===== src/rtl/rssi_pkg.sv =====
package rssi_pkg;

    localparam int RES_W  = 4;
    localparam int STAT_W = 2 * RES_W;

    typedef enum logic [1:0] {
        PH_DISCH,
        PH_ARMED,
        PH_TRACK,
        PH_HOLD
    } phase_e;

    typedef struct packed {
        logic [RES_W-1:0] gain;
        logic [RES_W-1:0] peak;
    } rssi_stat_t;

    // Write one converter result into the nibble chosen by the channel.
    function automatic rssi_stat_t put_nibble(rssi_stat_t s, logic ch,
                                              logic [RES_W-1:0] v);
        rssi_stat_t r;
        r = s;
        if (ch) r.peak = v;
        else    r.gain = v;
        return r;
    endfunction

endpackage


===== src/rtl/rssi_timebase.sv =====
module rssi_timebase #(
    parameter int SLOT_LEN = 16
) (
    input  logic clk,
    input  logic rst,
    input  logic en,
    output logic slot_first,
    output logic slot_last,
    output logic chan
);
    localparam int PW = (SLOT_LEN > 2) ? $clog2(SLOT_LEN) : 1;
    localparam logic [PW-1:0] LAST = PW'(SLOT_LEN - 1);

    logic [PW-1:0] pos;

    always_ff @(posedge clk) begin
        if (rst || !en) begin
            pos  <= '0;
            chan <= 1'b0;
        end else if (pos == LAST) begin
            pos  <= '0;
            chan <= ~chan;
        end else begin
            pos  <= pos + 1'b1;
        end
    end

    assign slot_first = (pos == '0);
    assign slot_last  = (pos == LAST);

endmodule


===== src/rtl/rssi_phase_fsm.sv =====
module rssi_phase_fsm
    import rssi_pkg::*;
#(
    parameter int DISCH_LEN = 7
) (
    input  logic clk,
    input  logic rst,
    input  logic en,
    input  logic cont_mode,
    input  logic strobe,
    output logic discharge_sw,
    output logic sample_sw
);
    localparam int DW = (DISCH_LEN > 1) ? $clog2(DISCH_LEN + 1) : 1;
    localparam logic [DW-1:0] DLAST = DW'(DISCH_LEN - 1);

    phase_e        phase;
    logic [DW-1:0] dcnt;

    always_ff @(posedge clk) begin
        if (rst || !en || cont_mode) begin
            phase <= PH_DISCH;
            dcnt  <= '0;
        end else begin
            unique case (phase)
                PH_DISCH: begin
                    if (dcnt == DLAST) begin
                        phase <= PH_ARMED;
                        dcnt  <= '0;
                    end else begin
                        dcnt <= dcnt + 1'b1;
                    end
                end
                PH_ARMED: if (strobe)  phase <= PH_TRACK;
                PH_TRACK: if (!strobe) phase <= PH_HOLD;
                PH_HOLD: begin
                    // Entered with strobe low, so a high sample here is a new rise.
                    if (strobe) begin
                        phase <= PH_DISCH;
                        dcnt  <= '0;
                    end
                end
                default: phase <= PH_DISCH;
            endcase
        end
    end

    assign discharge_sw = en && !cont_mode && (phase == PH_DISCH);
    assign sample_sw    = en && (cont_mode || (phase == PH_TRACK));

endmodule


===== src/rtl/rssi_capture.sv =====
module rssi_capture
    import rssi_pkg::*;
(
    input  logic             clk,
    input  logic             rst,
    input  logic             active,
    input  logic             slot_first,
    input  logic             slot_last,
    input  logic             chan,
    input  logic [RES_W-1:0] result,
    output rssi_stat_t       stat
);
    // Set while every cycle of the current slot so far has been active.
    logic slot_ok;

    always_ff @(posedge clk) begin
        if (rst) begin
            stat    <= '0;
            slot_ok <= 1'b0;
        end else begin
            if (slot_first) slot_ok <= active;
            else            slot_ok <= slot_ok && active;
            if (slot_last && slot_ok && active)
                stat <= put_nibble(stat, chan, result);
        end
    end

endmodule


===== src/rtl/rssi_seq.sv =====
module rssi_seq
    import rssi_pkg::*;
#(
    parameter int SLOT_LEN  = 16,
    parameter int DISCH_LEN = 7
) (
    input  logic              clk,
    input  logic              rst,
    input  logic              en,
    input  logic              cont_mode,
    input  logic              strobe,
    input  logic [RES_W-1:0]  adc_result,
    output logic              adc_start,
    output logic              adc_chan,
    output logic              discharge_sw,
    output logic              sample_sw,
    output logic              buf_en,
    output logic [STAT_W-1:0] status
);
    logic       slot_first;
    logic       slot_last;
    logic       chan;
    rssi_stat_t stat;

    rssi_timebase #(.SLOT_LEN(SLOT_LEN)) i_timebase (
        .clk        (clk),
        .rst        (rst),
        .en         (en),
        .slot_first (slot_first),
        .slot_last  (slot_last),
        .chan       (chan)
    );

    rssi_phase_fsm #(.DISCH_LEN(DISCH_LEN)) i_phase (
        .clk          (clk),
        .rst          (rst),
        .en           (en),
        .cont_mode    (cont_mode),
        .strobe       (strobe),
        .discharge_sw (discharge_sw),
        .sample_sw    (sample_sw)
    );

    // Conversion runs exactly while the sample switch is closed.
    rssi_capture i_capture (
        .clk        (clk),
        .rst        (rst),
        .active     (sample_sw),
        .slot_first (slot_first),
        .slot_last  (slot_last),
        .chan       (chan),
        .result     (adc_result),
        .stat       (stat)
    );

    assign adc_start = sample_sw && slot_first;
    assign adc_chan  = chan;
    assign buf_en    = en;
    assign status    = stat;

endmodule


===== config.mk =====
export PLATFORM = sky130hd
export DESIGN_NAME = rssi_seq
export DESIGN_NICKNAME = d
export VERILOG_FILES = /design/src/rtl/rssi_pkg.sv /design/src/rtl/rssi_timebase.sv /design/src/rtl/rssi_phase_fsm.sv /design/src/rtl/rssi_capture.sv /design/src/rtl/rssi_seq.sv
export SDC_FILE = /design/constraint.sdc
export NUM_CORES = 1
export LEC_CHECK = 0
export CAP_MARGIN = 20
export CORE_ASPECT_RATIO = 1.5
export CORE_MARGIN = 2
export CORE_UTILIZATION = 30
export DETAILED_ROUTE_END_ITERATION = 16
export PLACE_DENSITY_LB_ADDON = 0.3
export SYNTH_ARGS = -nofsm -noshare
export SYNTH_HDL_FRONTEND = slang
export SYNTH_SLANG_ARGS = --single-unit

===== constraint.sdc =====
create_clock -name clk -period 4.5 [get_ports clk]
set_input_delay 0.45 -clock clk [delete_from_list [all_inputs] [get_ports clk]]
set_output_delay 0.45 -clock clk [all_outputs]
set_load 0.05 [all_outputs]

==> run metrics, run 1 <==
status=finished clean; WP data required=4.05 ns; final setup fails=0; # rows=24; Inserted Diodes=0; later-pin clock latency in the skew report=0.25 ns; Synthesized Nets=114; most used cell, CP=clkdlybuf4s50_1; Period minus WS final=around 2.6 ns; # hold bufs at CTS=0; RR Endpoint=i_phase.phase[1]; Yosys warning count=0; largest net degree at the start of global routing=17; Synth Instances=100; GPL Wtd Cong=0.811; CP Capture Type=output port; pre-CTS setup slack=roughly 1.8 ns; H-Tree Level Count=1; crit start category=input pin; post-synthesis sequential area ratio=40.9%; initial drt markers=14; CP max-delay cell=clkdlybuf4s50_1; Worst slew margin=roughly 66%; RSZ-0062 raised after global routing=false; Post-route DRC=0; final worst slack=around 1.9 ns; Worst path max stage delay=0.79 ns; Critical Path Stages=5; reg2reg start=i_phase.phase[0]; core area=0.00294 mm²; final period utilization=58.8%; Avg WL per Cell=11.3 µm; die height=approximately 72 µm; vias per cell=4.50; non-filler cells, final=161; Setup crit start=en; delay-heaviest family, CP=buffers and inverters; path depth of the worst reg2reg path=5; CTS-repair resized insts=0; Max Clock Freq=roughly 380 MHz; Yosys cell types=33; sequence of cells on the critical path=clkdlybuf4s50_1, o21ai_1, inv_1, and3_1, clkdlybuf4s50_1; placed instance area=0.00117 mm²; Synth Cell Area=931 µm²; IO Port Bufs=21; CTS tree=done; Post-DRT Antenna Nets=0; Die ar.=roughly 0.0036 mm²; CP Max Fanout=6; Syn Area/Cell=between 9 and 10 µm²; filler instances=321; min-delay worst type=register to register; Die X-Extent=a little under 50 µm; critical path class=input pin to output port; Max IR drop VDD=0.000195 V; share of cells above drive strength 1=under 10%; endpoints failing hold=0; Congestion Overflow GR=0; Clock Sink Count=19; fin nets=137; CP endpoint=adc_start; gr usage total=11.5%; slack of the worst reg-to-reg path=2.89 ns; CTS Buf Count=3; DR vias=725; clock buffer depth=2; power per cell area=261 mW/mm²; Buf/Inv on CP=3; vias in the first global route=750; leakage=0.468 nW; Placed Cells=between 150 and 200; Fin Setup TNS=0 ns; CTS root buf=clkbuf_8; dpl hpwl=1430 µm; #FFs+latches synth=19; postcts setup bufs=0; Finished Cell Area=0.00122 mm²; Clock Skews=roughly 0.0016 ns; Max Cap Viol=0; Initial Utilization=31.6%; drt total wl=1830 µm; Max Slew Vio Count=0; clk slew on worst S/H paths=0.07 ns; Ports=22; initial antenna violation count=0; layout overhead on the synthesized area=30.9%; first-pass GRT wire length=3260 µm; drt first pass iters=4; Worst EP arrival=2.19 ns; Worst Max-Slew Pin Slew=slightly above 0.5 ns
[worst reg2reg max path, delay by kind of cell (launching register included)]
| family | cells | cell delay, ns |
|---|---|---|
| buf+inv | 1 | 0.09 |
| fa+ha+maj | 1 | 0.29 |
| compound gates | 3 | 0.76 |
| flops | 1 | 0.35 |
[synth_stat cells]
cell | instances | area [µm²]
a2111o_1 | 1 | 11.3
a21boi_0 | 1 | 7.51
a21oi_1 | 5 | 25.0
a22o_1 | 1 | 8.76
and3_1 | 1 | 6.26
and3b_1 | 1 | 8.76
buf_2 | 1 | 5.00
buf_4 | 1 | 7.51
clkbuf_1 | 1 | 3.75
dfxtp_1 | 19 | 380
ha_1 | 5 | 62.6
inv_1 | 8 | 30.0
mux2i_1 | 9 | 90.1
nand2_1 | 2 | 7.51
nand2b_1 | 14 | 87.6
nand3_1 | 2 | 10.0
nand3b_1 | 1 | 7.51
nand4_1 | 1 | 6.26
nor2_1 | 7 | 26.3
nor2b_1 | 1 | 6.26
nor3_1 | 1 | 5.00
nor3_2 | 1 | 10.0
nor3b_1 | 3 | 22.5
nor4b_1 | 1 | 8.76
o21ai_0 | 2 | 10.0
o21ai_1 | 1 | 5.00
o311ai_0 | 1 | 8.76
o31ai_1 | 2 | 15.0
or2_2 | 1 | 6.26
or3_1 | 1 | 6.26
or3b_2 | 1 | 8.76
xnor2_1 | 2 | 17.5
xor2_1 | 1 | 8.76
[metrics by stage]
stage / util, % / hold WS [ns] / power, mW
2_1_floorplan: - / 0.430 / 0.194
3_3_place_gp: 39.9 / 0.446 / 0.207
3_5_place_dp: 39.9 / 0.458 / 0.207
4_1_cts: 41.4 / 0.474 / 0.323
5_1_grt: 41.4 / 0.479 / 0.333
6_report: 41.4 / 0.470 / 0.317
[how the worst min path moves through the flow]
stage | to | from | slack (ns) | cells past startpoint
CTS | i_timebase.pos[0] | i_timebase.pos[0] | 0.47 | 1
global placement | i_timebase.pos[0] | i_timebase.pos[0] | 0.45 | 1
global route | i_timebase.pos[0] | i_timebase.pos[0] | 0.48 | 1
detailed placement | i_timebase.pos[0] | i_timebase.pos[0] | 0.46 | 1
floorplan | i_timebase.pos[0] | i_timebase.pos[0] | 0.43 | 1
finish | i_timebase.pos[0] | i_timebase.pos[0] | 0.47 | 1
[registers in the layout, indices dropped and copies added (netlist names)]
name	count
i_capture.stat	8
i_timebase.pos	4
i_phase.phase	2
i_timebase.chan	1
i_phase.dcnt	3
i_capture.slot_ok	1
[power breakdown]
group	internal (mW)	switching [mW]	total [mW]
Combinational	0.0155	0.0166	0.0321
Sequential	0.170	0.00162	0.171
Clock	0.0627	0.0512	0.114
Total	0.248	0.0694	0.317
[logic make-up (layout without fill, tap and decap cells)]
logic type / count (synthesis) / count (layout) / synth area share, %
AND/OR/NAND/NOR: 39 / 39 / 25.1
flip-flops: 19 / 19 / 40.9
AO/OA/AOI/OAI: 14 / 14 / 9.81
buffers and inverters: 11 / 33 / 4.97
multiplexers: 9 / 9 / 9.68
adder cells (fa/ha/maj): 5 / 5 / 6.72
XOR/XNOR: 3 / 3 / 2.82
[cells in the final DEF (no fill, tap or decap), drive strengths merged, types with 2 or more instances in the layout]
cell,count
nand3,2
nand2,2
clkdlybuf4s50,21
dfxtp,19
clkbuf,4
nor3,2
o21ai,3
nor3b,3
a21oi,5
mux2i,9
inv,8
nor2,7
o31ai,2
ha,5
xnor2,2
nand2b,14
[area by class of cell]
| class | count | area (µm²) | area share (%) |
|---|---|---|---|
| clock buffers | 4 | 45.0 | 3.70 |
| repair buffers | 21 | 210 | 17.2 |
| flip-flops and latches | 19 | 380 | 31.2 |
| well taps | 39 | 48.8 | 4.00 |
| multi-input cells | 70 | 504 | 41.4 |
| inverters | 8 | 30.0 | 2.46 |
[layer usage]
| layer | GRT usage [%] | part of all wire [%] |
|---|---|---|
| met4 | 5.25 | 0.93 |
| met5 | 0 | 0 |
| met3 | 2.06 | 5.1 |
| met1 | 14.6 | 47 |
| met2 | 18.9 | 47 |
No activity file was read; power rests on OpenSTA's default activity.
==> run 2, diff against run 1 <==
Clock period 4.5 ns to 2.2 ns, I/O delays scaled along.
==> run metrics, run 2 (synthesis gave the netlist of run 1 again) <==
Worst path max stage delay=0.35 ns (-0.44 ns); most used cell, CP=inv_1; critical path class=register to output port; # hold bufs at CTS=0 (unchanged); power per cell area=535 mW/mm² (+110%); Congestion Overflow GR=0 (unchanged); Die X-Extent=49.5 µm (unchanged); Inserted Diodes=0 (unchanged); Period minus WS final=1.88 ns; CTS Buf Count=3 (unchanged); Avg WL per Cell=11.5 µm (+1.5%); Post-route DRC=0 (unchanged); postcts setup bufs=0 (unchanged); Worst Max-Slew Pin Slew=0.506 ns (-0.00758 ns); IO Port Bufs=21 (unchanged); CTS tree=done; drt first pass iters=4 (unchanged); Post-DRT Antenna Nets=0 (unchanged); CP Max Fanout=4 (-2); Max IR drop VDD=0.000192 V (-1.4%); fin nets=137 (unchanged); min-delay worst type=register to register; Max Slew Vio Count=0 (unchanged); non-filler cells, final=161 (unchanged); path depth of the worst reg2reg path=5 (unchanged); max reg flops=8 (unchanged); vias per cell=4.70 (+4.3%); status=finished clean; later-pin clock latency in the skew report=0.25 ns (about the same); initial antenna violation count=0 (unchanged); leakage=0.477 nW (+1.9%); commonest non-fill, non-tap cells in the layout=dfxtp_1 (19), clkdlybuf4s50_1 (17), nand2b_1 (14); final period utilization=85.3%; Top reg by flops=i_capture.stat; Ports=22 (unchanged); drt total wl=1850 µm (+1.5%); share of cells above drive strength 1=8.20% (+3.3 points); Placed Cells=157 (unchanged); gr usage total=11.9% (+0.38 points); vias in the first global route=790 (+5.3%); Worst slew margin=66.1% (+0.51 points); Clock Sink Count=19 (unchanged); clk slew on worst S/H paths=0.07 ns (about the same); Max Clock Freq=533 MHz; clock buffer depth=2 (unchanged); die height=72.2 µm (unchanged); initial drt markers=7 (-7); commonest non-fill, non-tap cell in the layout=dfxtp_1; Buf/Inv on CP=3 (unchanged); RR Endpoint=i_phase.phase[1]; WHS Path Cells=1 (unchanged); # rows=24 (unchanged); H-Tree Level Count=1 (unchanged); core area=0.00294 mm² (unchanged); Fin Setup TNS=0 ns (unchanged); largest net degree at the start of global routing=17 (unchanged); endpoints failing hold=0 (unchanged); CTS-repair resized insts=0 (unchanged); CP max-delay cell=dfxtp_1; hold slack=0.474 ns (+0.00421 ns); GPL Wtd Cong=0.792 (-2.4%); reg2reg start=i_phase.phase[1]; DR vias=756 (+4.3%); Clock Skews=0.000974 ns (-0.000592 ns); sequence of cells on the critical path=inv_1, ha_1, o21ai_1, inv_1, and3_1, buf_12; final setup fails=0 (unchanged); dpl hpwl=1470 µm (+2.9%); Max Cap Viol=0 (unchanged); first-pass GRT wire length=3320 µm (+1.9%); biggest regs=i_capture.stat (8), i_timebase.pos (4), i_phase.dcnt (3); slack of the worst reg-to-reg path=0.63 ns (-2.26 ns); WHS Endpoint=i_timebase.pos[0]; crit start category=register; CP Capture Type=output port; hold path start=i_timebase.pos[0]; CTS root buf=clkbuf_8; delay-heaviest family, CP=flip-flops; Die ar.=0.00357 mm² (unchanged); WP data required=1.98 ns (-2.07 ns); Initial Utilization=31.6% (unchanged); RSZ-0062 raised after global routing=false; Worst EP arrival=1.66 ns (-0.53 ns); layout overhead on the synthesized area=31.2%
[run 2: final cells by class]
type / instances / area [µm²]
multi-input combinational: 70 / 504
timing repair buffer: 21 / 213
sequential: 19 / 380
clock buffer: 4 / 45.0
fill: 335 / 1720
inverter: 8 / 30.0
tap: 39 / 48.8
[run 2: how the worst max path moves through the flow]
| stage | start | end | slack, ns | cells after the start |
|---|---|---|---|---|
| floorplan | i_phase.phase[0] | discharge_sw | 0.12 | 4 |
| global placement | en | i_capture.stat[3] | 0.51 | 4 |
| detailed placement | en | i_capture.stat[6] | 0.47 | 4 |
| CTS | i_phase.phase[0] | adc_start | 0.30 | 6 |
| global route | i_phase.phase[0] | adc_start | 0.11 | 6 |
| finish | i_phase.phase[0] | adc_start | 0.32 | 6 |
[run 2: metal layers]
metal	global-route usage [%]	routed length (µm)	vias to the layer above
li1	-	-	384
met2	20.1	904	22
met3	1.85	87	4
met5	0	0	-
met4	7.41	45	0
met1	13.9	816	346
[run 2: report_power, final]
group	internal (mW)	total [mW]	leakage (nW)	switching (mW)
Sequential	0.347	0.351	0.154	0.00323
Clock	0.128	0.234	0.0228	0.106
Combinational	0.0330	0.0681	0.301	0.0352
Total	0.509	0.653	0.477	0.144
[run 2: per-stage QoR]
| step | setup slack [ns] | cell area (µm²) | util [%] | power [mW] |
|---|---|---|---|---|
| after detailed placement | 0.466 | 1180 | 40.0 | 0.427 |
| after floorplan | 0.121 | 931 | - | 0.396 |
| after global placement | 0.514 | 1180 | 40.0 | 0.426 |
| after CTS | 0.296 | 1220 | 41.5 | 0.667 |
| after global routing | 0.113 | 1220 | 41.5 | 0.688 |
| final | 0.323 | 1220 | 41.5 | 0.653 |
==> run 3, diff against run 2 <==
--- a/config.mk
+++ b/config.mk
@@ -12,3 +12,3 @@
 export DETAILED_ROUTE_END_ITERATION = 16
-export PLACE_DENSITY_LB_ADDON = 0.3
+export PLACE_DENSITY = 0.59
 export SYNTH_ARGS = -nofsm -noshare
--- a/constraint.sdc
+++ b/constraint.sdc
@@ -3,2 +3,2 @@
 set_output_delay 0.22 -clock clk [all_outputs]
-set_load 0.05 [all_outputs]
+set_load 0.1 [all_outputs]
==> run metrics, run 3 (synthesis gave the netlist of run 1 again) <==
RSZ-0062 raised after global routing=false; Placed Cells=158 (+0.64%); CTS root buf=clkbuf_8; first-pass GRT wire length=3170 µm (-4.6%); power per cell area=552 mW/mm² (+3.3%); CTS-repair resized insts=0 (unchanged); min-delay worst type=register to register; final setup fails=0 (unchanged); Clock Sink Count=19 (unchanged); IO Port Bufs=21 (unchanged); most used cell, CP=inv_1; Inserted Diodes=0 (unchanged); clock buffer depth=2 (unchanged); CP Max Fanout=4 (unchanged); Die ar.=0.00357 mm² (unchanged); filler instances=314 (-6.3%); Critical Path Stages=6 (unchanged); biggest regs=i_capture.stat (8), i_timebase.pos (4), i_phase.dcnt (3); Initial Utilization=31.6% (unchanged); Max Cap Viol=0 (unchanged); sequence of cells on the critical path=inv_1, ha_1, o21ai_1, inv_1, and3_2, buf_12; dpl hpwl=1520 µm (+3.5%); initial drt markers=7 (unchanged); Ports=22 (unchanged); Max Slew Vio Count=0 (unchanged); Period minus WS final=2.00 ns (+0.118 ns); Buf/Inv on CP=3 (unchanged); Die X-Extent=49.5 µm (unchanged); commonest non-fill, non-tap cells in the layout=dfxtp_1 (19), nand2b_1 (14), buf_4 (11); Worst path max stage delay=0.35 ns (about the same); core area=0.00294 mm² (unchanged); drt total wl=1890 µm (+1.8%); fin nets=138 (+0.73%); H-Tree Level Count=1 (unchanged); Worst EP arrival=1.78 ns (+0.12 ns); Avg WL per Cell=11.7 µm (+1.2%); path depth of the worst reg2reg path=5 (unchanged); Post-route DRC=0 (unchanged); Clock Skews=0.00165 ns (+0.000671 ns); Congestion Overflow GR=0 (unchanged); Fin Setup TNS=0 ns (unchanged); GPL Wtd Cong=0.810 (+2.3%); final period utilization=90.7% (+5.4 points); delay-heaviest family, CP=buffers and inverters; DR vias=739 (-2.2%); gr usage total=11.7% (-0.21 points); commonest non-fill, non-tap cell in the layout=dfxtp_1; vias in the first global route=748 (-5.3%); later-pin clock latency in the skew report=0.25 ns (about the same); Max Clock Freq=501 MHz (-5.9%); crit start category=register; Post-DRT Antenna Nets=0 (unchanged); CTS tree=done; WHS Path Cells=1 (unchanged); WP data required=1.98 ns (about the same); share of cells above drive strength 1=18.7% (+11 points); Worst Max-Slew Pin Slew=0.467 ns (-0.0389 ns); CTS Buf Count=3 (unchanged); Worst slew margin=68.7% (+2.5 points); critical path class=register to output port; # rows=24 (unchanged); drt first pass iters=3 (-1); # hold bufs at CTS=0 (unchanged); initial antenna violation count=0 (unchanged); vias per cell=4.56 (-2.9%); CP Capture Type=output port; non-filler cells, final=162 (+0.62%); Max IR drop VDD=0.000258 V (+34%); Top reg by flops=i_capture.stat; leakage=0.513 nW (+7.5%); die height=72.2 µm (unchanged); status=finished clean; clk slew on worst S/H paths=0.07 ns (about the same); endpoints failing hold=0 (unchanged); postcts setup bufs=0 (unchanged); layout overhead on the synthesized area=33.1%; largest net degree at the start of global routing=13 (-4); CP max-delay cell=dfxtp_1; max reg flops=8 (unchanged)
==> run 3: cell types whose count changed in the layout (fill, tap and decap cells not counted), sizes merged <==
cell,previous run,this run
clkdlybuf4s50,17,8
clkbuf,4,3
clkinv,0,1
buf,4,14
==> run 3: final timing paths <==
check | startpoint | end | slack [ns]
worst max-delay path | i_phase.phase[0] | adc_start | 0.20
worst min-delay path | i_timebase.pos[0] | i_timebase.pos[0] | 0.47
worst max register to register | i_phase.phase[1] | i_phase.phase[1] | 0.64
worst min register to register | i_timebase.pos[0] | i_timebase.pos[0] | 0.47
==> run 3: stage by stage <==
step | hold slack (ns) | util [%] | power, mW | setup WS (ns) | instance area [µm²]
after floorplan | 0.388 | - | 0.412 | 0.0156 | 937
after global placement | 0.442 | 40.5 | 0.449 | 0.447 | 1190
after detailed placement | 0.464 | 40.5 | 0.450 | 0.405 | 1190
after CTS | 0.480 | 42.1 | 0.694 | 0.176 | 1240
after global routing | 0.500 | 42.1 | 0.714 | 0.0639 | 1240
final | 0.471 | 42.1 | 0.684 | 0.205 | 1240
==> run 3: per-layer routing <==
layer  global-route usage (%)  vias up  share of wire, %
met5                        0        -                 0
met4                     7.41        0               1.4
met3                     2.67        2               5.5
met2                     21.0       20                52
met1                     12.0      335                41
li1                         -      382                 -
==> run 3: layout make-up <==
type	instances	area [µm²]	share of cell area [%]
repair buffers	22	223	18.0
well taps	39	48.8	3.94
clock buffers	3	41.3	3.33
inverters	8	30.0	2.42
clock inverters	1	5.00	0.404
flip-flops and latches	19	380	30.7
multi-input cells	70	510	41.2
==> run 3: power breakdown <==
part	switching [mW]	total, mW	internal (mW)
Sequential	0.00331	0.351	0.347
Clock	0.117	0.243	0.126
Combinational	0.0515	0.0909	0.0394
